$ cat config.mk
export PLATFORM = sky130hd
export DESIGN_NAME = pt_walker
export DESIGN_NICKNAME = d
export VERILOG_FILES = /design/src/rtl/pt_walker_pkg.sv /design/src/rtl/pt_walker_ctrl.sv /design/src/rtl/pt_walker_dp.sv /design/src/rtl/pt_walker.sv
export SDC_FILE = /design/constraint.sdc
export NUM_CORES = 1
export LEC_CHECK = 0
export ABC_AREA = 1
export BUFFER_PORTS_ARGS = -buffer_cell sky130_fd_sc_hd__buf_4
export CELL_PAD_IN_SITES_DETAIL_PLACEMENT = 1
export CELL_PAD_IN_SITES_GLOBAL_PLACEMENT = 1
export CORE_UTILIZATION = 34
export CTS_BUF_LIST = sky130_fd_sc_hd__clkbuf_16
export CTS_CLUSTER_DIAMETER = 40
export DETAILED_ROUTE_END_ITERATION = 8
export PLACE_DENSITY = 0.89
export SLEW_MARGIN = 20
export SYNTH_ARGS = -nofsm -noshare
export SYNTH_HDL_FRONTEND = slang
export SYNTH_SLANG_ARGS = --single-unit
$ cat constraint.sdc
create_clock -name clk -period 1.3 [get_ports clk]
set_clock_uncertainty 0.05 [all_clocks]
set_input_delay 0.26 -clock clk [delete_from_list [all_inputs] [get_ports clk]]
set_output_delay 0.26 -clock clk [all_outputs]
set_load 0.01 [all_outputs]
$ cat src/rtl/pt_walker_pkg.sv
package pt_walker_pkg;
  localparam int FLAG_LSB = 1;
  localparam int FLAG_W   = 4;
  localparam int VALID_BIT = 0;

  typedef enum logic [2:0] {
    ST_IDLE, ST_READ_L1, ST_READ_L2, ST_DONE, ST_FAULT
  } walkState_t;

  typedef struct packed {
    logic takeReq;
    logic takeOuter;
    logic takeInner;
    logic loadRoot;
    logic useInner;
  } dpCtl_t;
endpackage

$ cat src/rtl/pt_walker_ctrl.sv
module pt_walker_ctrl
  import pt_walker_pkg::*;
(
  input  logic   clk,
  input  logic   rstN,
  input  logic   reqValid,
  input  logic   rootLoad,
  input  logic   memGnt,
  input  logic   memRdValid,
  input  logic   entryValid,
  output dpCtl_t ctl,
  output logic   reqReady,
  output logic   memReq,
  output logic   respValid,
  output logic   respFault,
  output logic   respFaultLevel
);
  walkState_t state, nxtState;
  logic issued;
  logic inRead;
  logic rdTake;
  logic faultLevel;

  assign inRead   = (state == ST_READ_L1) || (state == ST_READ_L2);
  assign reqReady = (state == ST_IDLE);
  assign memReq   = inRead && !issued;
  assign rdTake   = inRead && issued && memRdValid;

  always_comb begin
    ctl.takeReq   = reqReady && reqValid;
    ctl.takeOuter = rdTake && (state == ST_READ_L1) && entryValid;
    ctl.takeInner = rdTake && (state == ST_READ_L2) && entryValid;
    ctl.loadRoot  = rootLoad;
    ctl.useInner  = (state == ST_READ_L2);
  end

  always_comb begin
    nxtState = state;
    case (state)
      ST_IDLE:    if (reqValid) nxtState = ST_READ_L1;
      ST_READ_L1: if (rdTake) nxtState = entryValid ? ST_READ_L2 : ST_FAULT;
      ST_READ_L2: if (rdTake) nxtState = entryValid ? ST_DONE : ST_FAULT;
      ST_DONE:    nxtState = ST_IDLE;
      ST_FAULT:   nxtState = ST_IDLE;
      default:    nxtState = ST_IDLE;
    endcase
  end

  always_ff @(posedge clk) begin
    if (!rstN) begin
      state      <= ST_IDLE;
      issued     <= 1'b0;
      faultLevel <= 1'b0;
    end else begin
      state <= nxtState;
      if (rdTake) issued <= 1'b0;
      else if (memReq && memGnt) issued <= 1'b1;
      if (rdTake && !entryValid) faultLevel <= (state == ST_READ_L2);
    end
  end

  assign respValid      = (state == ST_DONE) || (state == ST_FAULT);
  assign respFault      = (state == ST_FAULT);
  assign respFaultLevel = faultLevel;
endmodule

$ cat src/rtl/pt_walker_dp.sv
module pt_walker_dp
  import pt_walker_pkg::*;
#(
  parameter int ADDR_W = 32,
  parameter int OFF_W  = 12,
  parameter int IDX_W  = 10,
  localparam int FRAME_W = ADDR_W - OFF_W
) (
  input  logic               clk,
  input  logic               rstN,
  input  dpCtl_t             ctl,
  input  logic [FRAME_W-1:0] rootValue,
  input  logic [ADDR_W-1:0]  reqVaddr,
  input  logic [ADDR_W-1:0]  memRdData,
  output logic               entryValid,
  output logic [ADDR_W-1:0]  memAddr,
  output logic [ADDR_W-1:0]  respPaddr,
  output logic [FLAG_W-1:0]  respFlags
);
  localparam int OUTER_LSB = OFF_W + IDX_W;

  logic [FRAME_W-1:0] rootReg;
  logic [FRAME_W-1:0] baseReg;
  logic [ADDR_W-1:0]  vaReg;
  logic [ADDR_W-1:0]  leafReg;
  logic [IDX_W-1:0]   curIdx;

  assign curIdx = ctl.useInner ? vaReg[OFF_W +: IDX_W] : vaReg[OUTER_LSB +: IDX_W];
  assign memAddr = {baseReg, {OFF_W{1'b0}}} + ADDR_W'({curIdx, 2'b00});
  assign entryValid = memRdData[VALID_BIT];

  always_ff @(posedge clk) begin
    if (!rstN) begin
      rootReg <= '0;
      baseReg <= '0;
      vaReg   <= '0;
      leafReg <= '0;
    end else begin
      if (ctl.loadRoot) rootReg <= rootValue;
      if (ctl.takeReq) begin
        vaReg   <= reqVaddr;
        baseReg <= rootReg;
      end
      if (ctl.takeOuter) baseReg <= memRdData[ADDR_W-1:OFF_W];
      if (ctl.takeInner) leafReg <= memRdData;
    end
  end

  assign respPaddr = {leafReg[ADDR_W-1:OFF_W], vaReg[OFF_W-1:0]};
  assign respFlags = leafReg[FLAG_LSB +: FLAG_W];
endmodule

$ cat src/rtl/pt_walker.sv
module pt_walker
  import pt_walker_pkg::*;
#(
  parameter int ADDR_W = 32,
  parameter int OFF_W  = 12,
  parameter int IDX_W  = 10,
  localparam int FRAME_W = ADDR_W - OFF_W
) (
  input  logic               clk,
  input  logic               rstN,
  input  logic               rootLoad,
  input  logic [FRAME_W-1:0] rootValue,
  input  logic               reqValid,
  input  logic [ADDR_W-1:0]  reqVaddr,
  output logic               reqReady,
  output logic               memReq,
  output logic [ADDR_W-1:0]  memAddr,
  input  logic               memGnt,
  input  logic               memRdValid,
  input  logic [ADDR_W-1:0]  memRdData,
  output logic               respValid,
  output logic               respFault,
  output logic               respFaultLevel,
  output logic [ADDR_W-1:0]  respPaddr,
  output logic [FLAG_W-1:0]  respFlags
);
  dpCtl_t ctl;
  logic   entryValid;

  pt_walker_ctrl i_ctrl (
    .clk(clk), .rstN(rstN), .reqValid(reqValid), .rootLoad(rootLoad),
    .memGnt(memGnt), .memRdValid(memRdValid), .entryValid(entryValid),
    .ctl(ctl), .reqReady(reqReady), .memReq(memReq), .respValid(respValid),
    .respFault(respFault), .respFaultLevel(respFaultLevel)
  );

  pt_walker_dp #(.ADDR_W(ADDR_W), .OFF_W(OFF_W), .IDX_W(IDX_W)) i_dp (
    .clk(clk), .rstN(rstN), .ctl(ctl), .rootValue(rootValue),
    .reqVaddr(reqVaddr), .memRdData(memRdData), .entryValid(entryValid),
    .memAddr(memAddr), .respPaddr(respPaddr), .respFlags(respFlags)
  );
endmodule

### Yosys cells after proc, flatten, opt, wreduce, memory -nomap -nowiden

Cells that the tools add are included.

| storage, ports and cells | value |
|---|---|
| register bits | 109 |
| bits in latches | 0 |
| RAM bits | 0 |
| bits in read-only memories | 0 |
| input port bits | 90 |
| output and inout bits | 73 |
| logic and storage cells | 43 |
| memories | 0 |

| cells by class | value |
|---|---|
| $add $sub $neg | 1 |
| multipliers | 0 |
| divide/modulo/power cells | 0 |
| magnitude comparators | 0 |
| equal/unequal tests | 7 |
| shift-type cells | 0 |
| muxes and demuxes | 9 |
| bitwise gates (word level) | 1 |
| reductions and logical operators | 18 |

Operator list:

| kind | count |
|---|---|
| 2-to-1 mux 20 bit | 2 |
| adder 32 x 12 -> 32 bit | 1 |
| 2-to-1 mux 3 bit | 5 |
| logical AND 1 bit | 10 |
| 2-to-1 mux 10 bit | 1 |
| one-hot mux 3 bit (3 select lines) | 1 |
| == test 3 x 2 -> 1 bit (second input constant) | 2 |
| != test 2 bit (second input constant) | 2 |
| == test 3 x 1 -> 1 bit (second input constant) | 1 |
| == test 3 bit (second input constant) | 1 |
| logical NOT 3 bit | 1 |
| AND reduction 3 bit | 1 |
| logical NOT 1 bit | 2 |
| logical OR 1 bit | 2 |
| != test 2 x 1 -> 1 bit (second input constant) | 1 |
| nonzero test 2 bit | 1 |
| OR reduction 2 bit | 1 |
| NOT 1 bit | 1 |

### Depth between registers and ports, before layout

| depth | value |
|---|---|
| depth after elaboration | 7 |
| mapped depth | 8 |
| depth with buffers taken out | 7 |

### Hierarchy

Synthesis repeated with hierarchy kept, for this count alone.

| unflattened totals | value |
|---|---|
| cell total of the unflattened synthesis | 572 |
| area, all modules | 4,231.6 µm² |

Modules (own cells, without submodules):

| module | instances | cells each | area an instance (µm²) | sequential area each (µm²) |
|---|---|---|---|---|
| pt_walker_dp | 1 | 521 | 3,911.3 | 1,921.8 |
| pt_walker_ctrl | 1 | 51 | 320.3 | 100.1 |

### Worst setup path after synthesis

No wires, ideal clock.

| timing path | value |
|---|---|
| kind | register to output |
| start | reg i_ctrl.state[2] |
| end | out memAddr[10] |
| arrival time | 1.041 ns |
| data required time | 0.990 ns |
| path slack | -0.051 ns |
| stages on the path, launching flop included | 5 |
| path buffers | 1 |
| path through | dfxtp_1 -> nor2_4 -> nand2_2 -> clkbuf_1 -> o21ai_0 |

| on the way | value |
|---|---|
| cells in the longest elaborated chain, start to end | 3 |

Ends and longest elaborated chain:

| element | RTL line | RTL |
|---|---|---|
| start: declaration | pt_walker_ctrl.sv:18 | `walkState_t state, nxtState;` |
| start signal: assignment | pt_walker_ctrl.sv:55 | `state <= nxtState;` |
| == test 3 x 2 -> 1 bit | pt_walker_ctrl.sv:34 | `ctl.useInner = (state == ST_READ_L2);` |
| 2-to-1 mux 10 bit | pt_walker_dp.sv:28 | `assign curIdx = ctl.useInner ? vaReg[OFF_W +: IDX_W] : vaReg[OUTER_LSB +: IDX_W];` |
| adder 32 x 12 -> 32 bit | pt_walker_dp.sv:29 | `assign memAddr = {baseReg, {OFF_W{1'b0}}} + ADDR_W'({curIdx, 2'b00});` |
| end: declaration | pt_walker.sv:17 | `output logic [ADDR_W-1:0] memAddr,` |

No other way between the ends.

### Final worst setup path

| timing path | value |
|---|---|
| start | reg i_ctrl.state[2] |
| end | out memAddr[8] |

Same word-level chain as after synthesis.

==> key figures <==
Status
  – Outcome: finished with violations
  – Failing checks: setup timing

Route
  – Routed wire length per instance: 18.8 um
  – Detailed Route Iter0 Violations: between 200 and 250
  – Via density: 4.98
  – Pre-Repair DR Iteration Count: 5
  – Post-DRT Antenna Nets: 0
  – DR vias: approximately 4600
  – Drt drc: 0
  – Final WL: 17300 um

Power and ir drop
  – Leak: 3.19 nW
  – VDD IR-drop max: around 0.93 mV
  – Power Dens Cells: 1230 nW/um^2
  – Total power: 8.54 mW

Yosys
  – Most common cell in the netlist: nor2_1
  – Simple-Gate Fraction of Synth Area: 24.0%
  – Synth Area in XOR/XNOR: 0%
  – Top FF cell, synth: dfxtp_1
  – Top cell type's share of synthesized area: 48.1%
  – Complex-gate fraction of the synthesized area: between 10% and 20%
  – Post-synthesis mux area share: 0%
  – Synth Instances: 567
  – Largest family of logic cells by synthesized area: simple AND/OR/NAND/NOR gates
  – FF+latch count, synth: just over 100
  – Async set-reset flop share out of synthesis: 0%
  – Adder-cell share of the synthesized area: 0%
  – Largest area contributor in the netlist: dfxtp_1
  – Most common library cells after synthesis: nor2_1 (134), dfxtp_1 (101), o21ai_0 (81)
  – Syn avg cell area: 7.42 um^2
  – Post-synthesis cell area: 4210 um^2
  – Yosys cell types: 24
  – Top cells by area, synth: dfxtp_1 (48%), nor2_1 (12%), o21ai_0 (9.6%)
  – Part of the Yosys area used for sequential elements: 48.1%
  – Ys Warns: 0
  – EDFF count, synth: 0

Floorplanning
  – Die width: 113 um
  – Die area: 12800 um^2
  – Initial Util: 34.9%
  – Core area: between 10000 and 15000 um^2
  – Chip height: 113 um
  – Rows: 40
  – Top Ports: 163

Critical path
  – CP Launch Point: i_ctrl.state[2]$_SDFFE_PN0P_
  – CP Class: reg -> out
  – Data arrival, critical path: between 1 and 1.5 ns
  – Req. time, crit path: 0.99 ns
  – CP peak stage delay: between 0.3 and 0.4 ns
  – Setup crit start kind: flop
  – Worst reg2reg path depth: 8
  – Reg-to-reg critical path startpoint: i_ctrl.state[2]$_SDFFE_PN0P_
  – Reg2reg end: i_dp.baseReg[10]$_SDFFE_PN0P_
  – Worst-path cell chain: nor2_4, nand2_4, buf_12, o21ai_1, buf_4
  – Worst-path fanout max: 20
  – R2R setup slack: -0.35 ns
  – CP max-delay cell: dfxtp_4
  – Crit path capture type: output pin

Layout
  – Layout area overhead: 64.9%
  – Antenna diodes: 0
  – Nets@finish: 836
  – Share of cells above drive strength 1: 44.5%
  – Fillers: ~1400
  – Layout Utilization: a little under three fifths

Min path
  – Hold Path Sink: i_dp.leafReg[1]$_SDFFE_PN0P_
  – Hold path cells: 3
  – Worst min-delay path startpoint: memRdData[1]
  – Hold Path Class: in -> reg

Placement
  – Place WS: -0.198 ns
  – HPWL reported at the end of detailed placement: 9980 um
  – IO Port Bufs: 153
  – Final RePlAce weighted congestion: 0.764

Clocking
  – Clk buf depth: 2
  – Clock latency on the worst-skew pair: 0.35 ns
  – H-Tree Depth: 3
  – Clk root buf: clkbuf_16
  – Sink Count: 101
  – Clock input transition at the sequential cells of the worst setup and hold paths: 0.07 ns
  – CTS tree: built
  – Cts hold-fix bufs: 0
  – Inserted Clock Buffers: 9

Global route
  – Vias in the first global route: around 4800
  – Initial antenna violation count: 0
  – Largest net degree at the start of global routing: 33
  – All-Layer GR Usage: 24.4%
  – Global route overflow: 0
  – First-pass GRT wire length: about 24000 um

STA
  – FMAX: 0.596 GHz
  – Final critical-path setup slack: -0.378 ns
  – Minimum clock period: about 1.7 ns
  – Final Hold Fails: 0
  – Setup-failing EPs final: 93
  – RSZ-0062 raised after global routing: yes
  – Slew Limit Fails: 0
  – Final worst path period share: 129%

Flow run
  – Max-Cap Viols: 0
where the power goes:
part           total (mW)  internal (mW)  switching [mW]
registers            3.53           3.37           0.164
clock network        2.41           1.25            1.16
logic                2.60           1.30            1.30
placed cells by master, fill, tap and decap left out, drive strengths merged, types with 2 or more instances in the layout:
cell type	synthesis	routed
a21oi	35	35
dfxtp	101	101
clkinv	0	4
o21ai	88	88
inv	63	66
nor2	137	137
nand3	45	46
nand2	21	21
conb	1	2
clkbuf	18	12
nand3b	20	20
buf	34	214
worst max-delay path by stage:
stage | end | slack (ns) | cells after the start
finish | memAddr[8] | -0.38 | 5
detailed placement | i_dp.leafReg[19]$_SDFFE_PN0P_ | -0.20 | 8
global placement | i_ctrl.state[1]$_SDFFE_PN0P_ | -0.12 | 7
global route | memAddr[8] | -0.45 | 6
floorplan | memAddr[10] | -0.01 | 4
CTS | memAddr[4] | -0.36 | 5
repair_timing:
action,CTS,global route
pin swaps,12,35
endpoints found under the setup margin,93,93
gates cloned,10,3
gates resized for setup,91,108
setup buffers,15,10
worst max-delay path, delay by kind of cell, from the launching register on:
family	cells	cell delay (ns)
flops	1	0.36
buf+inv	2	0.30
simple gates	2	0.21
compound gates	1	0.13
logic make-up (layout without fill, tap and decap cells):
logic type | after synthesis | in the layout
flops | 101 | 101
compound gates | 125 | 125
simple gates | 225 | 226
other cells | 1 | 2
buf+inv | 115 | 296
sequential cells by signal, summed over array words and instances (netlist names):
register and cells:
i_ctrl.state 3, i_dp.rootReg 20, i_ctrl.issued 1, i_dp.baseReg 20, i_dp.vaReg 32, i_dp.leafReg 24, i_ctrl.respFaultLevel 1
metrics by stage:
| step | setup TNS, ns | std cells | hold slack, ns | area (um^2) |
|---|---|---|---|---|
| 2_1_floorplan | -0.118 | 568 | 0.345 | 4210 |
| 3_3_place_gp | -4.18 | 867 | 0.381 | 5610 |
| 3_5_place_dp | -9.16 | 867 | 0.387 | 5610 |
| 4_1_cts | -18.75 | 907 | 0.0678 | 6450 |
| 5_1_grt | -28.80 | 918 | 0.0787 | 6940 |
| 6_report | -23.63 | 918 | 0.0874 | 6940 |
cell type report:
| class | instances | area [um^2] | share of cell area (%) |
|---|---|---|---|
| repair buffers | 217 | 2070 | 29.8 |
| repair inverters | 1 | 16.3 | 0.234 |
| clock inverters | 6 | 23.8 | 0.343 |
| flip-flops and latches | 101 | 2030 | 29.3 |
| inverters | 63 | 246 | 3.55 |
| multi-input cells | 353 | 2110 | 30.5 |
| clock buffers | 9 | 225 | 3.25 |
| well taps | 168 | 210 | 3.03 |
metal layers:
layer	wire length [um]	track usage, %	vias to the layer above
li1	-	-	2166
met1	6570	26.6	2222
met2	9280	45.6	154
met3	950	6.27	34
met4	481	8.51	0
met5	0	0	-
No activity file was read; power rests on OpenSTA's default activity.
